`src/rtl/fbus_rx_pkg.sv`:
```
package fbus_rx_pkg;

  localparam int unsigned OS_RATE = 16;

  typedef enum logic [1:0] {
    ST_IDLE,
    ST_START,
    ST_SHIFT,
    ST_STOP
  } rx_state_e;

  function automatic logic maj3(input logic a, input logic b, input logic c);
    return (a & b) | (a & c) | (b & c);
  endfunction

endpackage

```
`src/rtl/fbus_os_tick.sv`:
```
module fbus_os_tick #(
  parameter int unsigned DIV_W = 16
) (
  input  logic             clk,
  input  logic             rst,
  input  logic [DIV_W-1:0] div_i,
  output logic             tick_o
);

  logic [DIV_W-1:0] cnt;
  logic [DIV_W-1:0] last;

  // a divisor of zero is treated as one
  assign last = (div_i == '0) ? '0 : div_i - DIV_W'(1);

  always_ff @(posedge clk) begin
    if (rst) begin
      cnt    <= '0;
      tick_o <= 1'b0;
    end else if (cnt >= last) begin
      cnt    <= '0;
      tick_o <= 1'b1;
    end else begin
      cnt    <= cnt + DIV_W'(1);
      tick_o <= 1'b0;
    end
  end

endmodule

```
`src/rtl/fbus_idle_timer.sv`:
```
module fbus_idle_timer #(
  parameter int unsigned OS        = 16,
  parameter int unsigned IDLE_BITS = 33
) (
  input  logic clk,
  input  logic rst,
  input  logic tick_i,
  input  logic line_i,
  output logic sync_o
);

  localparam int unsigned TW = $clog2(OS);
  localparam int unsigned BW = $clog2(IDLE_BITS + 1);

  logic [TW-1:0] tick_cnt;
  logic [BW-1:0] bit_cnt;

  always_ff @(posedge clk) begin
    if (rst) begin
      tick_cnt <= '0;
      bit_cnt  <= '0;
    end else if (tick_i) begin
      if (!line_i) begin
        tick_cnt <= '0;
        bit_cnt  <= '0;
      end else if (tick_cnt == TW'(OS - 1)) begin
        tick_cnt <= '0;
        if (bit_cnt != BW'(IDLE_BITS)) begin
          bit_cnt <= bit_cnt + BW'(1);
        end
      end else begin
        tick_cnt <= tick_cnt + TW'(1);
      end
    end
  end

  assign sync_o = (bit_cnt == BW'(IDLE_BITS));

endmodule

```
`src/rtl/fbus_char_fsm.sv`:
```
module fbus_char_fsm
  import fbus_rx_pkg::*;
#(
  parameter int unsigned OS    = 16,
  parameter int unsigned NBITS = 8
) (
  input  logic             clk,
  input  logic             rst,
  input  logic             tick_i,
  input  logic             line_i,
  input  logic             sync_i,
  output logic [NBITS-1:0] data_o,
  output logic             valid_o,
  output logic             stray_o,
  output logic             perr_o,
  output logic             ferr_o,
  output logic             tstart_o
);

  localparam int unsigned TW    = $clog2(OS);
  localparam int unsigned BW    = $clog2(NBITS + 1);
  localparam int unsigned MID_A = OS / 2 - 1;
  localparam int unsigned MID_B = OS / 2;
  localparam int unsigned MID_C = OS / 2 + 1;

  rx_state_e        state;
  logic [TW-1:0]    tcnt;
  logic [BW-1:0]    bidx;
  logic [NBITS-1:0] shreg;
  logic             par;
  logic             v0, v1;
  logic             armed;
  logic             in_tel;
  logic             bitval;

  assign bitval = maj3(v0, v1, line_i);

  always_ff @(posedge clk) begin
    if (rst) begin
      state    <= ST_IDLE;
      tcnt     <= '0;
      bidx     <= '0;
      shreg    <= '0;
      par      <= 1'b0;
      v0       <= 1'b1;
      v1       <= 1'b1;
      armed    <= 1'b0;
      in_tel   <= 1'b0;
      data_o   <= '0;
      valid_o  <= 1'b0;
      stray_o  <= 1'b0;
      perr_o   <= 1'b0;
      ferr_o   <= 1'b0;
      tstart_o <= 1'b0;
    end else begin
      valid_o  <= 1'b0;
      stray_o  <= 1'b0;
      perr_o   <= 1'b0;
      ferr_o   <= 1'b0;
      tstart_o <= 1'b0;
      if (tick_i) begin
        if (state == ST_IDLE) begin
          if (!line_i) begin
            state <= ST_START;
            tcnt  <= TW'(1);
            armed <= sync_i;
          end
        end else begin
          tcnt <= (tcnt == TW'(OS - 1)) ? '0 : tcnt + TW'(1);
          if (tcnt == TW'(MID_A)) v0 <= line_i;
          if (tcnt == TW'(MID_B)) v1 <= line_i;
          if (tcnt == TW'(MID_C)) begin
            unique case (state)
              ST_START: begin
                if (bitval) begin
                  state <= ST_IDLE;
                end else begin
                  state <= ST_SHIFT;
                  bidx  <= '0;
                  if (armed) begin
                    in_tel   <= 1'b1;
                    tstart_o <= 1'b1;
                  end
                end
              end
              ST_SHIFT: begin
                if (bidx < BW'(NBITS)) begin
                  shreg <= {bitval, shreg[NBITS-1:1]};
                  bidx  <= bidx + BW'(1);
                end else begin
                  par   <= bitval;
                  state <= ST_STOP;
                end
              end
              ST_STOP: begin
                data_o  <= shreg;
                perr_o  <= (^shreg) ^ par;
                ferr_o  <= !bitval;
                valid_o <= in_tel;
                stray_o <= !in_tel;
                if (!bitval) in_tel <= 1'b0;
                state   <= ST_IDLE;
              end
              default: state <= ST_IDLE;
            endcase
          end
        end
      end
    end
  end

endmodule

```
`src/rtl/fbus_char_rx.sv`:
```
module fbus_char_rx
  import fbus_rx_pkg::*;
#(
  parameter int unsigned DIV_W     = 16,
  parameter int unsigned IDLE_BITS = 33,
  parameter int unsigned DATA_BITS = 8
) (
  input  logic                 clk,
  input  logic                 rst,
  input  logic                 rxd_i,
  input  logic [DIV_W-1:0]     os_div_i,
  output logic [DATA_BITS-1:0] byte_o,
  output logic                 byte_valid_o,
  output logic                 stray_o,
  output logic                 parity_err_o,
  output logic                 frame_err_o,
  output logic                 tel_start_o
);

  logic [1:0] sync_ff;
  logic       line;
  logic       tick;
  logic       gap_done;

  always_ff @(posedge clk) begin
    if (rst) sync_ff <= 2'b11;
    else     sync_ff <= {sync_ff[0], rxd_i};
  end
  assign line = sync_ff[1];

  fbus_os_tick #(.DIV_W(DIV_W)) i_tick (
    .clk    (clk),
    .rst    (rst),
    .div_i  (os_div_i),
    .tick_o (tick)
  );

  fbus_idle_timer #(.OS(OS_RATE), .IDLE_BITS(IDLE_BITS)) i_idle (
    .clk    (clk),
    .rst    (rst),
    .tick_i (tick),
    .line_i (line),
    .sync_o (gap_done)
  );

  fbus_char_fsm #(.OS(OS_RATE), .NBITS(DATA_BITS)) i_fsm (
    .clk      (clk),
    .rst      (rst),
    .tick_i   (tick),
    .line_i   (line),
    .sync_i   (gap_done),
    .data_o   (byte_o),
    .valid_o  (byte_valid_o),
    .stray_o  (stray_o),
    .perr_o   (parity_err_o),
    .ferr_o   (frame_err_o),
    .tstart_o (tel_start_o)
  );

endmodule

```
`config.mk`:
```
export PLATFORM = sky130hd
export DESIGN_NAME = fbus_char_rx
export DESIGN_NICKNAME = d
export VERILOG_FILES = /design/src/rtl/fbus_rx_pkg.sv /design/src/rtl/fbus_os_tick.sv /design/src/rtl/fbus_idle_timer.sv /design/src/rtl/fbus_char_fsm.sv /design/src/rtl/fbus_char_rx.sv
export SDC_FILE = /design/constraint.sdc
export NUM_CORES = 1
export LEC_CHECK = 0
export BUFFER_PORTS_ARGS = -buffer_cell sky130_fd_sc_hd__buf_2
export CORE_UTILIZATION = 33
export DETAILED_ROUTE_END_ITERATION = 10
export PLACE_DENSITY = 0.5
export SLEW_MARGIN = 20
export SYNTH_ARGS = -nofsm -noshare
export SYNTH_HDL_FRONTEND = slang
export SYNTH_SLANG_ARGS = --single-unit
```
`constraint.sdc`:
```
create_clock -name clk -period 5.2 [get_ports clk]
set_input_delay 0.52 -clock clk [delete_from_list [all_inputs] [get_ports clk]]
set_output_delay 0.52 -clock clk [all_outputs]
set_load 0.05 [all_outputs]
```
Yosys cells after proc, flatten, opt, wreduce, memory -nomap -nowiden
Index checks and enable logic that the tools add are counted.

Flip-flop bits (word level): 65. Input bits: 19. Output and inout bits: 13. Word-level logic and storage cells: 105.

Add/sub/neg operators: 6. Order comparisons: 2. Equal/unequal tests: 18. Multiplexer cells: 24. Bitwise operators: 13. Reductions and logical operators: 22.

Operator list (number): 2-to-1 mux 4 bit (7); 2-to-1 mux 6 bit (3); adder 16 x 1 -> 16 bit, second input constant (1); == test 4 bit, second input constant (4); greater-or-equal comparator 16 bit (1); logical NOT 16 bit (1); 2-to-1 mux 16 bit (1); subtractor 16 x 1 -> 16 bit, second input constant (1); adder 4 x 1 -> 4 bit, second input constant (3); AND reduction 3 bit (4); 2-to-1 mux 2 bit (5); AND reduction 5 bit (2); != test 2 x 1 -> 1 bit, second input constant (4); one-hot mux 4 bit (2 select lines) (1); AND reduction 4 bit (2); XOR reduction 8 bit (1); NOT 1 bit (7); AND reduction 7 bit (1); adder 6 x 1 -> 6 bit, second input constant (1); == test 6 bit, second input constant (1); != test 2 bit, second input constant (3); != test 6 bit, second input constant (1); AND reduction 6 bit (1); nonzero test 2 bit (3); 17 further kinds (26).

Longest topological paths before layout
Gate-level depths: netlist of run 1.

Depth in word-level cells: 7. Gate-level depth with buffers: 13. Gate-level depth less buffers: 11.

Hierarchy
Synthesis of run 1 repeated with hierarchy kept, for this count alone.

Cells, all modules: 426. Area, all modules: 3772.4 µm².

By module, submodules not included: fbus_char_fsm (times used 1, cells each 177, area an instance 1672.9 µm², sequential area each 720.7 µm²); fbus_os_tick (times used 1, cells each 174, area an instance 1400.1 µm², sequential area each 340.3 µm²); fbus_idle_timer (times used 1, cells each 71, area an instance 646.9 µm², sequential area each 200.2 µm²); fbus_char_rx (times used 1, cells each 4, area an instance 52.6 µm², sequential area each 40.0 µm²).

Worst setup path after synthesis of run 1
Ideal clock, no wire load.

Path type: input port to flip-flop. Start: in os_div_i[0]. End: reg i_tick.cnt[10]. Library setup time: 0.134 ns. Data arrival time: 3.346 ns. Path slack: 1.721 ns. Cell stages on the path: 13. Path through: inv_1 ha_1 or4b_2 clkbuf_1 nor3b_1 xor2_1 nand2_1 ha_1 and4_1 o311ai_0 o31ai_2 buf_2 nor4_1.

Cells in the longest elaborated chain, start to end: 4.

Ends and longest elaborated chain: from (decl) (line fbus_char_rx.sv:11) `input logic [DIV_W-1:0] os_div_i,`; subtractor 16 x 1 -> 16 bit / logical NOT 16 bit (equally long branches) (line fbus_os_tick.sv:14) `assign last = (div_i == '0) ? '0 : div_i - DIV_W'(1);`; 2-to-1 mux 16 bit * (line fbus_os_tick.sv:14); greater-or-equal comparator 16 bit * (line fbus_os_tick.sv:20) `end else if (cnt >= last) begin`; OR reduction 2 bit (no source line) *; to (signal assigned) (line fbus_os_tick.sv:24) `cnt <= cnt + DIV_W'(1);`; to (decl) (line fbus_os_tick.sv:10) `logic [DIV_W-1:0] cnt;`.

Mark *: on every way between the ends. The rest lies on a longest branch, timed or not. A chain may end at the register's enable or synchronous reset.

Final worst setup path of run 1
Start: in os_div_i[3]. End: reg i_tick.cnt[7].

The elaborated chain is that of the path after synthesis.

==> qor.txt, run 1 <==
Status - complete, no violations
Area growth, synth to finish - 15.89%
Initial antenna violation count - 0
Delay of the slowest cell on the worst path - 0.56 ns
CP max stage cell - nor3_1
Hold path depth - 2
Core box area - 0.01094 mm2
Clock Power Share - 51.6%
Fill count - 1130
WP data required - 5.43 ns
Seq/Total Area, Yosys - 34.72%
Mapped Nets - 478
Comb power frac - 5.3%
Reg2reg path depth - 7
Post-synth EDFFs - 0
Die width - 108.6 um
Top FF cell, synth - dfxtp_1
Largest net degree at the start of global routing - 46
Commonest cells in the netlist - dfxtp_1 (65), nand2_1 (42), nor2_1 (39)
Worst Skew - 0.006564 ns
Setup TNS - 0 ns
Skew-Pair Late Insertion Delay - 0.33 ns
H-tree depth - 3
Fraction of registers with async set/reset - 0%
WP buf/inv - 2
Cell taking the most area after synthesis - dfxtp_1
Cts hold-fix bufs - 0
Detail Route Antenna Nets - 0
Pre-CTS setup slack - 1.506 ns
Max VDD drop - 0.1881 mV
Most frequent cell after synthesis - dfxtp_1
Residual DRC - 0
Worst setup SP type - input port
Crit path DAT - 3.61 ns
Final Max Slew Viols - 0
Final Critical Period - 3.382 ns
Vias in the first global route - 3065
Sw Ratio - 23.14%
Routed via count - 3108
Delay-heaviest family, CP - simple AND/OR/NAND/NOR gates
Setup ws final - 1.818 ns
Placer Congestion - 0.8070
DIE HEIGHT - 108.6 um
Register bit total from synthesis - 65
Worst-margin pin slew - 0.8377 ns
Synth warnings - 0
Syn avg cell area - 8.735 um2
Clk slew on worst S/H paths - 0.05 ns
Hold Vio Cnt, Final - 0
Crit path depth - 11
# rows - 38
Clock Tree Buf Depth - 2
CTS tree - yes
Pwr Total - 0.001176 W
Area fraction of the dominant cell type after synthesis - 34.72%
Reg power frac - 43.1%
CP Cell Sequence - buf_2 -> nor3_1 -> nand3b_1 -> or4_4 -> and2_1 -> ha_1 -> nand2b_1 -> a2111oi_2 -> o31ai_2 -> buf_4 -> nor4_1
Root Driver - clkbuf_16
Postcts setup bufs - 0
Max cap viols - 0
Hpwl dp - 5.834 mm
Hold Crit Class - in2reg
Iter 0 DRT Violations - 112
Switching pwr - 0.0002721 W
Hold_ws - 0.3773 ns
Pleak - 1.616 nW
Ports - 32
DIE AREA - 0.01179 mm2
Tcrit/Tclk final - 65.04%
# nets final - 508
CTS resizes - 0
CTS Sinks - 65
Final core utilization - 39.71%
Synth cell types - 56
Fmax - 295.7 MHz
Gate Count Post-Synth - 429
Ranking of synthesized cells by area - dfxtp_1 (35%), ha_1 (10%), mux2i_1 (6.1%)
Setup violators final - 0
Relative slew slack - 44.16%
Mapped cell area - 0.003747 mm2
PortBufs - 31
Setup crit end kind - flip-flop
Num CTS Buffers - 9
Overall Global Routing Usage - 15.00%
Crit path kind - in2reg
Multi-input gate area - 0.002310 mm2
PwrDens - 270.7 mW/mm2
Crit Path Max Fanout - 16
1st-pass router iterations - 4
DR vias/cell - 5.146
Routed length per placed instance - 13.45 um
Register Area - 0.001301 mm2
Share of post-route cells with drive strength above 1 - 13.79%
# diodes - 0
RSZ-0062 raised after global routing - false
Post-Route WL - 8.123 mm
Pint - 0.0009036 W
Grt ovf - 0
Starting Density - 34.27%
First-pass GRT wire length - 13.94 mm
==> path summary, 6_finish.rpt <==
check | end | startpoint | slack [ns]
setup / recovery | i_tick.cnt[7] | os_div_i[3] | 1.82
hold / removal | sync_ff[0] | rxd_i | 0.38
setup reg to reg | i_tick.cnt[7] | i_tick.cnt[0] | 3.17
hold reg to reg | sync_ff[1] | sync_ff[0] | 0.41
==> worst reg2reg max path: stages, from the launching register on <==
cell and delay [ns]:
dfxtp_1 0.38, inv_1 0.06, ha_1 0.28, nand2b_1 0.15, a2111oi_2 0.45, o31ai_2 0.11, buf_4 0.21, nor4_1 0.29
==> layout by cell type (no fill, tap or decap), drive strengths merged, types with 3 or more instances in the layout <==
| cell type | synthesis | final |
|---|---|---|
| xnor2 | 22 | 22 |
| xor2 | 7 | 7 |
| nand2b | 4 | 4 |
| or3 | 6 | 6 |
| or2 | 3 | 3 |
| inv | 16 | 18 |
| nor2b | 6 | 6 |
| nand4b | 4 | 4 |
| nor3 | 16 | 16 |
| nand3b | 8 | 8 |
| o21ai | 12 | 12 |
| nor4 | 20 | 20 |
| and3 | 5 | 5 |
| nor2 | 39 | 39 |
| a2111oi | 4 | 4 |
| nand3 | 16 | 16 |
| mux2i | 23 | 23 |
| dfxtp | 65 | 65 |
| ha | 30 | 30 |
| buf | 7 | 36 |
| nand4 | 6 | 6 |
| clkinv | 0 | 4 |
| a21oi | 20 | 20 |
| a211oi | 5 | 5 |
| nand2 | 42 | 42 |
| nor3b | 4 | 4 |
| clkbuf | 10 | 9 |
==> power groups by stage <==
stage               Sequential [W]  Combinational (W)  Clock [W]
floorplan                 0.000516          0.0000418          0
global placement          0.000518          0.0000607          0
detailed placement        0.000518          0.0000631          0
CTS                       0.000507          0.0000631   0.000627
global route              0.000507          0.0000709   0.000649
finish                    0.000507          0.0000621   0.000607
==> metrics by stage <==
| stage | instance area, um2 | cells |
|---|---|---|
| 6_report | 4343 | 604 |
| 5_1_grt | 4343 | 604 |
| 4_1_cts | 4343 | 604 |
| 3_5_place_dp | 4039 | 588 |
| 3_3_place_gp | 4039 | 588 |
| 2_1_floorplan | 3747 | 429 |
==> sequential cells by signal, summed over array words and instances (netlist names), 2 cells and up <==
name,flops
i_fsm.bidx,4
i_fsm.data_o,8
i_fsm.shreg,8
i_fsm.state,2
i_fsm.tcnt,4
i_idle.bit_cnt,6
i_idle.tick_cnt,4
i_tick.cnt,16
sync_ff,2
==> logic make-up (layout without fill, tap and decap cells) <==
| logic type | Yosys count | after routing | synth area share [%] |
|---|---|---|---|
| AOI/OAI and AO/OA | 60 | 60 | 11.05 |
| muxes | 23 | 23 | 6.144 |
| adders and majority gates | 31 | 31 | 10.28 |
| and+or+nand+nor | 187 | 187 | 26.78 |
| DFF | 65 | 65 | 34.72 |
| buffers and inverters | 33 | 68 | 3.640 |
| xor gates and xnor gates | 30 | 30 | 7.379 |
==> cell type report <==
cell class / instances / share of cell area [%]
multi-input combinational: 331 / 53.18
sequential: 65 / 29.96
clock buffer: 9 / 5.186
timing repair buffer: 36 / 4.437
tap: 140 / 4.033
inverter: 16 / 1.383
clock inverter: 7 / 1.815
==> per-layer routing <==
layer | global-route usage (%) | vias to the layer above | wire [um]
met5 | 0 | - | 0
met4 | 5.116 | 0 | 72
met3 | 3.436 | 10 | 183
met2 | 26.63 | 40 | 4141
met1 | 17.59 | 1445 | 3726
li1 | - | 1613 | -
Note: power is estimated with default switching activity, not from simulation.
==> inputs of run 2 (changes only) <==
- PLACE_DENSITY: 0.5 -> 0.52
- clock period: 5.2 -> 3 ns (I/O delays scaled with it)
==> qor.txt, run 2 (synthesized netlist as in run 1, its figures left out) <==
Routed via count - 3237
# rows - 38
Clk slew on worst S/H paths - 0.06 ns
Crit path DAT - 2.95 ns
# nets final - 527
H-tree depth - 3
Hold EP - sync_ff[0]
Worst Skew - 0.005339 ns
Worst-margin pin slew - 0.6385 ns
Final Critical Period - 2.725 ns
Worst setup SP type - input port
Residual DRC - 0
Most frequent cells in the layout - dfxtp_1 (65), nand2_1 (42), nor2_1 (39)
Setup violators final - 0
Postcts setup bufs - 0
Overall Global Routing Usage - 15.38%
Largest regs - i_tick.cnt (16), i_fsm.data_o (8), i_fsm.shreg (8)
Num CTS Buffers - 9
PwrDens - 448.9 mW/mm2
Worst R2R End - i_fsm.bidx[3]
# diodes - 0
Post-Route WL - 8.160 mm
Reg2reg path depth - 4
Tcrit/Tclk final - 90.84%
Status - complete, no violations
Setup ws final - 0.2749 ns
Vias in the first global route - 3094
Ports - 32
Final core utilization - 41.78%
Skew-Pair Late Insertion Delay - 0.33 ns
Placed cells - 607
WP data required - 3.23 ns
Hold Vio Cnt, Final - 0
Detail Route Antenna Nets - 0
Largest reg by FF count - i_tick.cnt
Starting Density - 34.27%
Pleak - 1.716 nW
Placer Congestion - 0.8022
Largest net degree at the start of global routing - 45
Cts hold-fix bufs - 0
PortBufs - 31
1st-pass router iterations - 4
Most common cell after layout, fill and taps aside - dfxtp_1
Hold path depth - 2
CTS Sinks - 65
Max cap viols - 0
Setup crit end kind - flip-flop
Core box area - 0.01094 mm2
Area growth, synth to finish - 21.94%
Hold path startpoint - rxd_i
Crit path kind - in2reg
Share of post-route cells with drive strength above 1 - 18.63%
FF-to-FF Start - sync_ff[1]
Hold Crit Class - in2reg
CTS tree - yes
DR vias/cell - 5.196
Max FFs per register - 16
Hpwl dp - 5.941 mm
Root Driver - clkbuf_16
Iter 0 DRT Violations - 85
Clock Tree Buf Depth - 2
DIE AREA - 0.01179 mm2
Final Max Slew Viols - 0
Routed length per placed instance - 13.10 um
Max VDD drop - 0.2957 mV
Grt ovf - 0
Fmax - 367.0 MHz
Pre-CTS setup slack - -0.2070 ns
Die width - 108.6 um
First-pass GRT wire length - 14.27 mm
DIE HEIGHT - 108.6 um
Initial antenna violation count - 0
Relative slew slack - 56.83%
Crit Path Max Fanout - 16
RSZ-0062 raised after global routing - false
Non-Filler Instances - 623
Worst reg2reg setup slack - 0.99 ns
-- run 2: cell types whose count changed in the layout (fill, tap and decap cells not counted), moves of 2 or more --
cell | before | now
clkinv_2 | 1 | 3
clkinv_4 | 3 | 1
and4_4 | 0 | 2
and4_1 | 2 | 0
buf_4 | 5 | 23
-- run 2: repair_timing --
item | 4_1_cts | 5_1_grt
hold endpoints to repair | 0 | 0
gates resized for setup | 0 | 1
endpoints found under the setup margin | 0 | 17
-- run 2: power breakdown --
| part | switching [W] | internal, W | leakage [nW] |
|---|---|---|---|
| clock network | 0.000391 | 0.000642 | 0.146 |
| registers | 0.00000941 | 0.000870 | 0.525 |
| logic | 0.0000728 | 0.0000662 | 1.05 |
| total | 0.000473 | 0.00158 | 1.72 |
-- run 2: worst max path at each step --
stage           startpoint        endpoint  slack [ns]
2_1_floorplan  os_div_i[7]  i_tick.cnt[10]        0.05
3_3_place_gp   os_div_i[0]  i_tick.cnt[11]       -0.13
5_1_grt        os_div_i[7]   i_tick.cnt[2]        0.04
3_5_place_dp   os_div_i[0]   i_tick.cnt[9]       -0.21
4_1_cts        os_div_i[0]   i_tick.cnt[9]        0.15
6_report       os_div_i[7]  i_tick.cnt[14]        0.27
-- run 2: per-stage QoR --
stage	power, W	instance area (um2)	hold slack, ns	TNS (ns)
6_report	0.002051	4569	0.1510	0
5_1_grt	0.002142	4569	0.1439	0
4_1_cts	0.002084	4557	0.1405	0
3_5_place_dp	0.001038	4262	0.3960	-3.205
3_3_place_gp	0.001036	4262	0.3972	-2.133
2_1_floorplan	0.0009797	3831	0.3895	0
-- run 2: area by class of cell --
| type | count | area [um2] |
|---|---|---|
| sequential | 65 | 1301 |
| tap | 140 | 175.2 |
| fill | 1103 | 6366 |
| multi-input combinational | 331 | 2390 |
| clock inverter | 7 | 70.07 |
| inverter | 16 | 60.06 |
| clock buffer | 9 | 225.2 |
| timing repair buffer | 55 | 347.8 |
-- run 2: layer usage --
| layer | up-vias | track usage [%] | wire length [um] |
|---|---|---|---|
| met2 | 43 | 26.40 | 4064 |
| met4 | 0 | 3.861 | 63 |
| li1 | 1645 | - | - |
| met1 | 1543 | 18.32 | 3695 |
| met5 | - | 0 | 0 |
| met3 | 6 | 5.124 | 337 |
-- run 2: critical path: stages --
cell and delay [ns]:
buf_2 0.12, nor4_4 0.27, nand3_1 0.14, or4_4 0.50, and2_1 0.18, ha_1 0.26
nand2b_1 0.18, a2111oi_4 0.44, o31ai_4 0.12, buf_12 0.17, a2111oi_2 0.26
==> inputs of run 3 (changes only) <==
- BUFFER_PORTS_ARGS: -buffer_cell sky130_fd_sc_hd__buf_2 -> not set
- DONT_BUFFER_PORTS: not set -> 1
- PLACE_DENSITY: 0.52 -> 0.49
- SYNTH_HIERARCHICAL: not set -> 1
==> qor.txt, run 3 <==
Most frequent cell after synthesis - dfxtp_1
DR vias/cell - 5.055
Mapped cell area - 0.003772 mm2
Placed cells - 565
Most common cell after layout, fill and taps aside - dfxtp_1
Largest net degree at the start of global routing - 51
H-tree depth - 3
Gate Count Post-Synth - 426
Initial antenna violation count - 0
Root Driver - clkbuf_16
Routed length per placed instance - 13.17 um
Reg power frac - 41.9%
DIE AREA - 0.01186 mm2
Setup ws final - 0.3237 ns
Most common cell on crit path - nor3_1
First-pass GRT wire length - 13.48 mm
Crit path DAT - 2.88 ns
Largest regs - i_tick/cnt (16), i_fsm/data_o (8), i_fsm/shreg (8)
CTS Sinks - 65
Sw Ratio - 21.08%
Overall Global Routing Usage - 14.27%
Ports - 32
Post-placement cell area - 0.003973 mm2
Setup crit end kind - flip-flop
CTS tree - yes
Final Max Slew Viols - 0
Num CTS Buffers - 9
Cts hold-fix bufs - 0
Synth cell types - 65
Hold Vio Cnt, Final - 0
Post-synth EDFFs - 0
Cell taking the most area after synthesis - dfxtp_1
Clk slew on worst S/H paths - 0.05 ns
Fraction of registers with async set/reset - 0%
Mapped Nets - 475
Die width - 108.9 um
Worst setup SP type - input port
Final Critical Period - 2.676 ns
1st-pass router iterations - 4
Max FFs per register - 16
Delay of the slowest cell on the worst path - 0.47 ns
Area growth, synth to finish - 14.03%
Switching pwr - 0.0004472 W
# nets final - 485
Iter 0 DRT Violations - 136
Hpwl dp - 5.676 mm
Grt ovf - 0
Detail Route Antenna Nets - 0
Commonest cells in the netlist - dfxtp_1 (65), nor2_1 (52), nand2_1 (34)
Clock Tree Buf Depth - 2
Top FF cell, synth - dfxtp_1
Skew-Pair Late Insertion Delay - 0.32 ns
Placer Congestion - 0.7501
Pleak - 1.767 nW
Crit Path Max Fanout - 16
Pre-CTS setup slack - -0.02690 ns
# diodes - 0
Vias in the first global route - 2952
Pwr Total - 0.002121 W
Area fraction of the dominant cell type after synthesis - 34.49%
Fmax - 373.7 MHz
Ranking of synthesized cells by area - dfxtp_1 (34%), ha_1 (10%), nor2_1 (5.2%)
Starting Density - 34.35%
RSZ-0062 raised after global routing - false
Max VDD drop - 0.2887 mV
Pint - 0.001674 W
Worst Skew - 0.008398 ns
Register bit total from synthesis - 65
Post-Route WL - 7.649 mm
DIE HEIGHT - 108.9 um
CP Cell Sequence - or3_4 -> or4_4 -> nor3_1 -> xor2_1 -> nand2_1 -> ha_1 -> nand4_1 -> nor3_1 -> o311ai_0 -> nand3_1 -> buf_12 -> nor2_1
Core box area - 0.01098 mm2
Postcts setup bufs - 0
Syn avg cell area - 8.855 um2
PwrDens - 493.0 mW/mm2
Relative slew slack - 53.17%
Comb power frac - 4.4%
CP max stage cell - or4_4
Seq/Total Area, Yosys - 34.49%
Final core utilization - 39.17%
Tcrit/Tclk final - 89.21%
Share of post-route cells with drive strength above 1 - 10.43%
Hold Crit Class - in2reg
Non-Filler Instances - 581
Clock Power Share - 53.7%
WP data required - 3.21 ns
Post-route cell area - 0.004302 mm2
Worst-margin pin slew - 0.7005 ns
# rows - 38
Setup violators final - 0
Largest reg by FF count - i_tick/cnt
Synth warnings - 6
Routed via count - 2937
PortBufs - 0
Crit path kind - in2reg
Max cap viols - 0
CTS resizes - 0
Status - complete, no violations
Most frequent cells in the layout - dfxtp_1 (65), nor2_1 (52), nand2_1 (34)
Residual DRC - 0
[run 3: metal layers]
layer / track usage, % / routed length (um)
met2: 23.05 / 3553
met5: 0 / 0
met3: 3.467 / 223
met1: 18.62 / 3801
met4: 4.440 / 70
[run 3: power by group through the flow]
stage | logic (W) | registers [W] | clock network, W
CTS | 0.0000952 | 0.000888 | 0.00117
finish | 0.0000935 | 0.000888 | 0.00114
floorplan | 0.0000798 | 0.000902 | 0
global route | 0.000109 | 0.000890 | 0.00121
global placement | 0.0000914 | 0.000906 | 0
detailed placement | 0.0000950 | 0.000907 | 0
[run 3: worst max-delay path: cells and delay by family]
family                     cells  cell delay [ns]
and+or+nand+nor                8             1.74
adders and majority gates      1             0.30
AOI/OAI and AO/OA              1             0.19
xor gates and xnor gates       1             0.18
buffers and inverters          1             0.15
[run 3: metrics by stage]
stage               TNS [ns]  hold WS [ns]
detailed placement   -0.3521        0.3805
global route               0       0.03246
global placement           0        0.3771
floorplan                  0        0.3691
CTS                        0       0.03549
finish                     0       0.04790
[run 3: cells by family (layout without fill, tap and decap cells)]
kind of cell | after synthesis | after routing | synth area share, %
multiplexers | 19 | 19 | 5.041
flip-flops | 65 | 65 | 34.49
XOR/XNOR | 35 | 35 | 8.491
adder cells (fa/ha/maj) | 31 | 31 | 10.32
AND/OR/NAND/NOR | 184 | 184 | 27.33
buffers and inverters | 32 | 47 | 3.847
AO/OA/AOI/OAI | 60 | 60 | 10.48
[run 3: path summary, 6_finish.rpt]
| kind | startpoint | to | slack (ns) | depth (start not counted) |
|---|---|---|---|---|
| min | rst | i_idle/tick_cnt[1] | 0.05 | 1 |
| max reg2reg | i_fsm/state[0] | i_fsm/in_tel | 0.79 | 6 |
| max | os_div_i[7] | i_tick/cnt[8] | 0.32 | 12 |
| min reg2reg | sync_ff[0] | sync_ff[1] | 0.39 | 1 |
[run 3: layout make-up]
type,instances,area [um2]
clock buffers,10,239.0
clock inverters,6,90.09
fillers,1100,6681
inverters,20,75.07
multi-input cells,329,2326
flip-flops and latches,65,1301
well taps,140,175.2
repair buffers,11,95.09
